### config.mk
export PLATFORM = sky130hd
export DESIGN_NAME = spi_xfer_master
export DESIGN_NICKNAME = d
export VERILOG_FILES = /design/src/rtl/spi_mst_pkg.sv /design/src/rtl/spi_half_tick.sv /design/src/rtl/spi_sel_decode.sv /design/src/rtl/spi_bit_cursor.sv /design/src/rtl/spi_xfer_master.sv
export SDC_FILE = /design/constraint.sdc
export NUM_CORES = 1
export LEC_CHECK = 0
export BUFFER_PORTS_ARGS = -buffer_cell sky130_fd_sc_hd__buf_2
export CELL_PAD_IN_SITES_DETAIL_PLACEMENT = 0
export CELL_PAD_IN_SITES_GLOBAL_PLACEMENT = 1
export CORE_MARGIN = 2
export CORE_UTILIZATION = 43
export DETAILED_ROUTE_END_ITERATION = 12
export PLACE_DENSITY_LB_ADDON = 0.1
export SKIP_CTS_REPAIR_TIMING = 1
export SLEW_MARGIN = 20
export SYNTH_ARGS = -nofsm -noshare
export SYNTH_HDL_FRONTEND = slang
export SYNTH_SLANG_ARGS = --single-unit
### constraint.sdc
create_clock -name clk -period 3.4 [get_ports clk]
set_input_delay 0.34 -clock clk [delete_from_list [all_inputs] [get_ports clk]]
set_output_delay 0.34 -clock clk [all_outputs]
set_load 0.05 [all_outputs]
### src/rtl/spi_mst_pkg.sv
package spi_mst_pkg;

    typedef enum logic [1:0] {
        ST_IDLE  = 2'd0,
        ST_LEAD  = 2'd1,
        ST_RUN   = 2'd2,
        ST_TRAIL = 2'd3
    } xfer_state_e;

endpackage

### src/rtl/spi_half_tick.sv
// Half-period timer: pulses tick_o once every DIV cycles while run_i is high.
module spi_half_tick #(
    parameter int DIV = 2
) (
    input  logic clk,
    input  logic rst_n,
    input  logic run_i,
    output logic tick_o
);
    localparam int DIV_W = (DIV > 1) ? $clog2(DIV) : 1;

    logic [DIV_W-1:0] cnt_d, cnt_q;

    assign tick_o = run_i && (cnt_q == DIV_W'(DIV - 1));

    always_comb begin
        if (!run_i || tick_o) begin
            cnt_d = '0;
        end else begin
            cnt_d = cnt_q + DIV_W'(1);
        end
    end

    always_ff @(posedge clk or negedge rst_n) begin
        if (!rst_n) begin
            cnt_q <= '0;
        end else begin
            cnt_q <= cnt_d;
        end
    end
endmodule

### src/rtl/spi_sel_decode.sv
// Index to active-low one-hot select decode.
module spi_sel_decode #(
    parameter int N_SEL = 4,
    parameter int SEL_W = 2
) (
    input  logic             en_i,
    input  logic [SEL_W-1:0] idx_i,
    output logic [N_SEL-1:0] sel_n_o
);
    for (genvar i = 0; i < N_SEL; i++) begin : g_line
        assign sel_n_o[i] = !(en_i && (idx_i == SEL_W'(i)));
    end
endmodule

### src/rtl/spi_bit_cursor.sv
// Picks the current outbound bit and steps the bit position in either order.
module spi_bit_cursor #(
    parameter int MAX_BITS = 128,
    parameter int LEN_W    = 7
) (
    input  logic [MAX_BITS-1:0] word_i,
    input  logic [LEN_W-1:0]    idx_i,
    input  logic                lsb_i,
    output logic                bit_o,
    output logic [LEN_W-1:0]    nxt_o
);
    assign bit_o = word_i[idx_i];
    assign nxt_o = lsb_i ? (idx_i + LEN_W'(1)) : (idx_i - LEN_W'(1));
endmodule

### src/rtl/spi_xfer_master.sv
module spi_xfer_master
    import spi_mst_pkg::*;
#(
    parameter int N_SEL    = 4,
    parameter int MAX_BITS = 128,
    parameter int DIV      = 2,
    localparam int SEL_W   = (N_SEL > 1) ? $clog2(N_SEL) : 1,
    localparam int LEN_W   = $clog2(MAX_BITS)
) (
    input  logic                clk,
    input  logic                rst_n,
    input  logic                start_i,
    input  logic [SEL_W-1:0]    tgt_i,
    input  logic [1:0]          mode_i,
    input  logic                lsb_first_i,
    input  logic [LEN_W-1:0]    len_m1_i,
    input  logic [MAX_BITS-1:0] tx_word_i,
    output logic [MAX_BITS-1:0] rx_word_o,
    output logic                done_o,
    output logic                busy_o,
    output logic                sclk_o,
    output logic                mosi_o,
    input  logic                miso_i,
    output logic [N_SEL-1:0]    sel_n_o
);
    localparam int EDGE_W = LEN_W + 2;

    typedef struct packed {
        xfer_state_e         st;
        logic [EDGE_W-1:0]   edge_n;
        logic [LEN_W-1:0]    idx;
        logic [LEN_W-1:0]    len_m1;
        logic [SEL_W-1:0]    tgt;
        logic                cpol;
        logic                cpha;
        logic                lsb;
        logic                sclk;
        logic                done;
        logic [MAX_BITS-1:0] tx;
        logic [MAX_BITS-1:0] rx_acc;
        logic [MAX_BITS-1:0] rx_out;
    } core_t;

    core_t            q, d;
    logic [N_SEL-1:0] sel_n_d, sel_n_q;
    logic             tick;
    logic             cur_bit;
    logic [LEN_W-1:0] nxt_idx;
    logic             is_last;
    logic             sample_edge;

    spi_half_tick #(.DIV(DIV)) u_tick (
        .clk    (clk),
        .rst_n  (rst_n),
        .run_i  (q.st != ST_IDLE),
        .tick_o (tick)
    );

    spi_bit_cursor #(.MAX_BITS(MAX_BITS), .LEN_W(LEN_W)) u_cursor (
        .word_i (q.tx),
        .idx_i  (q.idx),
        .lsb_i  (q.lsb),
        .bit_o  (cur_bit),
        .nxt_o  (nxt_idx)
    );

    // Select lines come from the next state, so they are registered glitch-free.
    spi_sel_decode #(.N_SEL(N_SEL), .SEL_W(SEL_W)) u_sel (
        .en_i    (d.st != ST_IDLE),
        .idx_i   (d.tgt),
        .sel_n_o (sel_n_d)
    );

    // Edge number 2L-1 ends the frame; {0, len_m1, 1} equals 2*len_m1+1.
    assign is_last     = (q.edge_n == {1'b0, q.len_m1, 1'b1});
    // Even edges are leading edges; CPHA picks which parity samples.
    assign sample_edge = (q.edge_n[0] == q.cpha);

    always_comb begin
        d      = q;
        d.done = 1'b0;
        unique case (q.st)
            ST_IDLE: begin
                if (start_i) begin
                    d.st     = ST_LEAD;
                    d.tgt    = tgt_i;
                    d.cpol   = mode_i[1];
                    d.cpha   = mode_i[0];
                    d.lsb    = lsb_first_i;
                    d.len_m1 = len_m1_i;
                    d.tx     = tx_word_i;
                    d.rx_acc = '0;
                    d.edge_n = '0;
                    d.idx    = lsb_first_i ? '0 : len_m1_i;
                    d.sclk   = mode_i[1];
                end
            end
            ST_LEAD, ST_RUN: begin
                if (tick) begin
                    d.sclk   = ~q.sclk;
                    d.st     = is_last ? ST_TRAIL : ST_RUN;
                    d.edge_n = q.edge_n + EDGE_W'(1);
                    if (sample_edge) begin
                        d.rx_acc[q.idx] = miso_i;
                    end else if (!is_last && (q.edge_n != '0)) begin
                        d.idx = nxt_idx;
                    end
                end
            end
            ST_TRAIL: begin
                if (tick) begin
                    d.st     = ST_IDLE;
                    d.done   = 1'b1;
                    d.rx_out = q.rx_acc;
                end
            end
            default: d.st = ST_IDLE;
        endcase
    end

    always_ff @(posedge clk or negedge rst_n) begin
        if (!rst_n) begin
            q       <= '0;
            q.st    <= ST_IDLE;
            sel_n_q <= '1;
        end else begin
            q       <= d;
            sel_n_q <= sel_n_d;
        end
    end

    assign rx_word_o = q.rx_out;
    assign done_o    = q.done;
    assign busy_o    = (q.st != ST_IDLE);
    assign sclk_o    = q.sclk;
    assign mosi_o    = cur_bit;
    assign sel_n_o   = sel_n_q;
endmodule

==> results of run 1 <==
## layer usage
layer  wire length [um]  vias up  GRT usage
li1                   -     6279          -
met1              26000     7020      0.336
met4               1050        4     0.0583
met2              26500      363      0.364
met5                 26        -          0
met3               2590       70     0.0436
## cells by family (layout without fill, tap and decap cells)
kind of cell / Yosys count / in the layout / synth area share
xor+xnor: 15 / 15 / 0.00666
flops: 420 / 420 / 0.533
simple gates: 137 / 137 / 0.0375
compound gates: 497 / 497 / 0.162
mux: 299 / 299 / 0.173
fa+ha+maj: 10 / 10 / 0.00672
buf+inv: 260 / 499 / 0.0811
## cells in the mapped netlist, types with 5 or more instances
master    count
a21oi_1      19
a221oi_1     14
a22o_1      134
a22oi_1      12
buf_1         7
buf_2        26
buf_4       138
buf_6        10
clkbuf_1     64
dfrtp_1     416
ha_1          9
inv_1        13
mux2_2      268
mux2i_1      20
mux4_2        5
nand2_1      44
nand3_1      16
nor2_1       22
nor2b_1      10
nor3_1        7
o211ai_1      5
o21ai_0     159
o21ai_1     121
xnor2_1      11
## worst max path at each step
| stage | slack (ns) | startpoint | depth (start not counted) | endpoint |
|---|---|---|---|---|
| floorplan | 0.80 | q[398]$_DFFE_PN0P_ | 8 | mosi_o |
| global placement | 0.42 | q[399]$_DFFE_PN0P_ | 7 | q[162]$_DFFE_PN0P_ |
| detailed placement | 0.44 | q[399]$_DFFE_PN0P_ | 7 | q[251]$_DFFE_PN0P_ |
| CTS | -0.12 | q[398]$_DFFE_PN0P_ | 8 | mosi_o |
| global route | 0.008 | q[400]$_DFFE_PN0P_ | 7 | mosi_o |
| finish | 0.14 | q[400]$_DFFE_PN0P_ | 7 | mosi_o |
## placed cells by master, fill, tap and decap left out, drive strengths merged, types with 21 or more instances in the layout
cell	netlist	routed
mux2	273	273
nand2	48	48
clkbuf	64	70
a22o	134	134
nor2	26	26
dfrtp	416	416
o21ai	280	280
buf	181	318
dlygate4sd3	0	84
a21oi	21	21
## worst reg2reg max path, cell delays in order (launching register included)
cell and delay, ns:
dfrtp_1 0.38, inv_1 0.09, ha_4 0.28, and3b_1 0.14
buf_4 0.20, a21oi_4 0.10, nor2b_2 0.57, nand2_2 0.52
o21ai_1 0.27, a22o_1 0.15
## power by group through the flow
stage	sequential, mW	combinational, mW	clock (mW)
final	5.00	0.296	4.99
after global routing	5.00	0.332	5.33
after CTS	5.00	0.231	5.12
after detailed placement	5.09	0.231	0
after global placement	5.09	0.231	0
after floorplan	5.09	0.00343	0
## stage by stage
stage	instance area, um2	worst slack, ns	util	std cells
final	23200	0.141	0.510	2477
after global placement	20800	0.416	0.458	2307
after CTS	22300	-0.117	0.490	2388
after floorplan	19700	0.801	-	1638
after detailed placement	20800	0.442	0.458	2307
after global routing	23200	0.00849	0.510	2477
## sequential cells by signal, summed over array words and instances (netlist names)
register / cells
sel_n_o: 4
rx_word_o: 128
done_o: 1
u_tick.cnt_q: 1
sclk_o: 1
q: 285
## cell type report
class,instances,area [um2]
well taps,600,751
clock inverters,12,116
clock buffers,69,1380
flip-flops and latches,420,10500
repair buffers,403,2680
multi-input cells,958,7660
fillers,4032,22200
inverters,15,56.3
==> metrics.cfg, run 1 <==
[setup_path]
cp.required_ns = 3.06
crit_arrival_ns = 2.92
path_buf_inv = 2
reg2reg_to = q[192]$_DFFE_PN0P_
cp_slowest_cell = dfrtp_4
cp-start-kind = flip-flop
path_delay_family = compound AO/OA/AOI/OAI gates
crit_path_cell_trace = buf_4 -> mux4_2 -> and2_0 -> a211oi_1 -> o32a_1 -> o2111ai_1 -> clkbuf_4
setup.worst_path.class = reg2out
r2r_start = q[415]$_DFF_PN0_
critPathCaptureType = output pin
rrSetupSlack_ns = 0.62
max_stage_delay_ns = 0.54
path_max_fanout = 14
rr_worst_depth = 9

[logic_synthesis]
synthCells = 1638
synthesis.area_mm2 = 0.0197
yosys.area.top_type = dfrtp_1
synth_top_area_frac = 0.527
postSynth.asyncResetShare = 1.00
synth.avg_cell_area_um2 = 12.0
synth_edf_count = 0
ys_seq_area_frac = 0.533
syn_nets = 1792
synth_seq_cells = 420
synth-warning-count = 0
synthFlopType = dfrtp_1
synth_area_leaders = dfrtp_1 53%, mux2_2 15%, a22o_1 5.9%
synth.distinct_cells = 74

[clocking]
cts_tree = yes
cts-buffers-inserted = 46
cts_sinks = 420
h-tree-depth = 2
clkTransAtPathRegs_ns = 0.06
cts_root_buf = clkbuf_16
clk_latency_ns = 0.57
clk_path_buf_depth = 3

[min_path]
hold_start = tx_word_i[3]
hp-class = in2reg
holdPathStages = 2
min_to = q[259]$_DFFE_PN0P_

[sta]
whs_ns = 0.00647
setup_viol = 0
tightestPinTransition_ns = 1.04
skew_ns = 0.0128
slew_headroom = 0.308
hold_viol = 0
min_period_over_period = 0.958
slew_violations = 0
finalSetupTns_ns = 0
post-route-min-period_ns = 3.26
rsz0062_at_grt = false
clock.fmax_ghz = 0.307

[finish]
syn_to_final_growth_pct = 17.3
diodes = 0
drive_above_1_share = 0.370
num-nets-final = 1998

[detailed_routing]
routed_wl_um = 56100
antenna_left = 0
dr_total_vias = 13736
drt-wirelength-per-cell_um = 22.7
dr.pass1.iters = 5
avgViaCountPerCell = 5.55
initialDrtViolationCount = 918
drc = 0

[pwr]
sw_frac_of_total = 0.214
seqPwrFrac = 0.486
power_mw = 10.3
pwr-share-clk = 0.485
comb_power_share = 0.029
switching_power_mw = 2.20
p_per_area_mw_per_mm2 = 444
internal-power_mw = 8.08
peakVddDrop_mv = 0.320
leakagePower_nw = 11.4

[floorplanning]
start_util = 0.435
core_mm2 = 0.0454
die_w_um = 218
fp.dieArea_mm2 = 0.0476
ios = 280
die_h_um = 218
num_rows = 78

[global_routing]
antenna_found_initial = 3
grt_pass1_vias = 13274
grt_util_all_layers = 0.234
grt_pass1_wl_um = 84000
grt_max_degree = 129
grt_overflow = 0

[run]
drv_cap = 0

[run_status]
status = finished, final reports clean

[placement]
portBuffers = 279
gp_congestion = 0.876
place_hpwl_um = 36800

No activity file was read; power rests on OpenSTA's default activity.
==> run 2: changes to the inputs <==
--- a/config.mk
+++ b/config.mk
@@ -11,7 +11,7 @@
 export CORE_MARGIN = 2
 export CORE_UTILIZATION = 43
 export DETAILED_ROUTE_END_ITERATION = 12
-export PLACE_DENSITY_LB_ADDON = 0.1
+export PLACE_DENSITY = 0.8
 export SKIP_CTS_REPAIR_TIMING = 1
 export SLEW_MARGIN = 20
 export SYNTH_ARGS = -nofsm -noshare
==> run 2 against run 1 <==
Compared with the run above: sequential power is essentially flat; critical path depth up 1; first-iteration DRC count is 14% higher; combinational power fell by 10%; clock skew rose by 0.0098 ns; flip-flop and latch count did not move; via count down 0.25%; hold slack worse by 0.0089 ns; sequential share of layout area is 0.39 points higher; final cell count is 1.2% lower; utilization down 0.43 points; the run now ends with negative hold slack left; critical endpoint unchanged; clock-buffer cell count shrank 2.
==> metrics.cfg, run 2 (synthesis gave the netlist of run 1 again) <==
[setup_path]
rr_worst_depth = 9  ; unchanged
r2r_start = q[415]$_DFF_PN0_  ; unchanged
reg2reg_to = q[143]$_DFFE_PN0P_  ; was q[192]$_DFFE_PN0P_
crit_arrival_ns = 2.88  ; was 2.92 ns
rrSetupSlack_ns = 0.47  ; was 0.62 ns
cp-start-kind = flip-flop  ; unchanged
path_max_fanout = 19  ; was 14
setup.worst_path.class = reg2out  ; unchanged
critPathCaptureType = output pin  ; unchanged
cp.required_ns = 3.06  ; about the same

[pwr]
sw_frac_of_total = 0.211  ; was 0.214
leakagePower_nw = 11.3  ; was 11.4 nW
peakVddDrop_mv = 0.330  ; was 0.320 mV
pwr-share-clk = 0.500  ; was 0.485
seqPwrFrac = 0.474  ; was 0.486
power_mw = 10.5  ; was 10.3 mW
switching_power_mw = 2.23  ; was 2.20 mW
internal-power_mw = 8.32  ; was 8.08 mW
p_per_area_mw_per_mm2 = 459  ; was 444 mW/mm2
comb_power_share = 0.025  ; was 0.029

[sta]
slew_violations = 0  ; unchanged
setup_ws_ns = 0.176  ; was 0.141 ns
rsz0062_at_grt = false  ; unchanged
slew_headroom = 0.269  ; was 0.308
hold_viol = 2  ; was 0
skew_ns = 0.0226  ; was 0.0128 ns
post-route-min-period_ns = 3.22  ; was 3.26 ns
setup_viol = 0  ; unchanged
finalSetupTns_ns = 0  ; unchanged
min_period_over_period = 0.948  ; was 0.958
tightestPinTransition_ns = 1.10  ; was 1.04 ns
clock.fmax_ghz = 0.310  ; was 0.307 GHz
whs_ns = -0.00242  ; was 0.00647 ns

[finish]
drive_above_1_share = 0.373  ; was 0.370
final_cell_mix = 414 x dfrtp_1, 277 x buf_2, 268 x mux2_2  ; unchanged
final_core_util = 0.506  ; was 0.510
num-nets-final = 1964  ; was 1,998
syn_to_final_growth_pct = 16.3  ; was 17.3%
largest_register = q  ; unchanged
diodes = 0  ; unchanged
fin_cells = 2447  ; was 2,477
final_common_cell = dfrtp_1  ; unchanged
largest_reg_flops = 285  ; unchanged

[floorplanning]
fp.dieArea_mm2 = 0.0476  ; unchanged
start_util = 0.435  ; unchanged
ios = 280  ; unchanged
num_rows = 78  ; unchanged
die_h_um = 218  ; unchanged
die_w_um = 218  ; unchanged
core_mm2 = 0.0454  ; unchanged

[min_path]
min_to = q[364]$_DFFE_PN0P_  ; was q[259]$_DFFE_PN0P_
hold_start = tx_word_i[108]  ; was tx_word_i[3]
hp-class = in2reg  ; unchanged
holdPathStages = 2  ; unchanged

[placement]
placed_cells = 2299  ; was 2,307
portBuffers = 279  ; unchanged
place_hpwl_um = 34700  ; was 36,800 um
pre_cts_slack_ns = 0.439  ; was 0.442 ns
gp_congestion = 0.852  ; was 0.876

[run]
drv_cap = 0  ; unchanged

[global_routing]
grt_pass1_wl_um = 79500  ; was 84,000 um
antenna_found_initial = 1  ; was 3
grt_overflow = 0  ; unchanged
grt_max_degree = 129  ; unchanged
grt_pass1_vias = 13257  ; was 13,274
grt_util_all_layers = 0.218  ; was 0.234

[clocking]
cts_root_buf = clkbuf_16  ; unchanged
clkTransAtPathRegs_ns = 0.06  ; about the same
cts_sinks = 420  ; unchanged
cts_tree = yes  ; unchanged
cts-buffers-inserted = 46  ; unchanged
clk_latency_ns = 0.59  ; was 0.57 ns
h-tree-depth = 2  ; unchanged
clk_path_buf_depth = 3  ; unchanged

[detailed_routing]
routed_wl_um = 52800  ; was 56,100 um
drc = 0  ; unchanged
drt-wirelength-per-cell_um = 21.6  ; was 22.7 um
antenna_left = 0  ; unchanged
dr_total_vias = 13701  ; was 13,736
dr.pass1.iters = 5  ; unchanged
initialDrtViolationCount = 1048  ; was 918
avgViaCountPerCell = 5.60  ; was 5.55

[run_status]
violations = negative hold slack
status = complete, but fails checks  ; was finished, final reports clean

## run 2: cell count changes in the layout (fill, tap and decap cells not counted), sizes merged
cell         before  now
buf             318  309
bufinv            2    6
clkinv            8   10
dlygate4sd3      84   59
inv              16   15
clkbuf           70   68
clkinvlp          1    2
## run 2: how the worst max path moves through the flow
stage	startpoint	end	slack (ns)	depth (start not counted)
finish	q[398]$_DFFE_PN0P_	mosi_o	0.18	8
global route	q[399]$_DFFE_PN0P_	mosi_o	0.04	8
CTS	q[400]$_DFFE_PN0P_	mosi_o	-0.17	7
detailed placement	q[400]$_DFFE_PN0P_	mosi_o	0.44	7
global placement	q[400]$_DFFE_PN0P_	mosi_o	0.47	7
floorplan	q[398]$_DFFE_PN0P_	mosi_o	0.80	8
## run 2: power by group through the flow
stage	sequential, mW	clock [mW]	combinational [mW]
global placement	5.09	0	0.219
CTS	5.00	5.37	0.220
detailed placement	5.09	0	0.219
finish	5.00	5.28	0.266
global route	5.00	5.60	0.300
floorplan	5.09	0	0.00343
## run 2: final cells by class
class	count	area, um2
flip-flops and latches	420	10500
clock inverters	18	268
well taps	600	751
inverters	15	56.3
fillers	4011	22400
multi-input cells	958	7660
clock buffers	67	1340
repair buffers	369	2360
## run 2: routing by layer
metal  vias up  GRT usage  wire [um]
met2       477      0.337      24800
met4         2     0.0678       1200
met1      6926      0.305      23600
li1       6222          -          -
met3        74     0.0480       3190
met5         -          0         12
## run 2: metrics by stage
step | instance area [um2] | hold WS (ns)
6_report | 23000 | -0.00242
5_1_grt | 23000 | 0.00118
4_1_cts | 22300 | -0.191
3_5_place_dp | 20700 | 0.437
3_3_place_gp | 20700 | 0.446
2_1_floorplan | 19700 | 0.0444
## run 2: critical path: stages (launching register included)
cell	delay, ns
dfrtp_4	0.60
buf_12	0.21
nor2_4	0.23
a22oi_1	0.14
o211ai_1	0.19
nor3_1	0.07
o32a_1	0.36
o2111ai_1	0.21
clkbuf_4	0.28
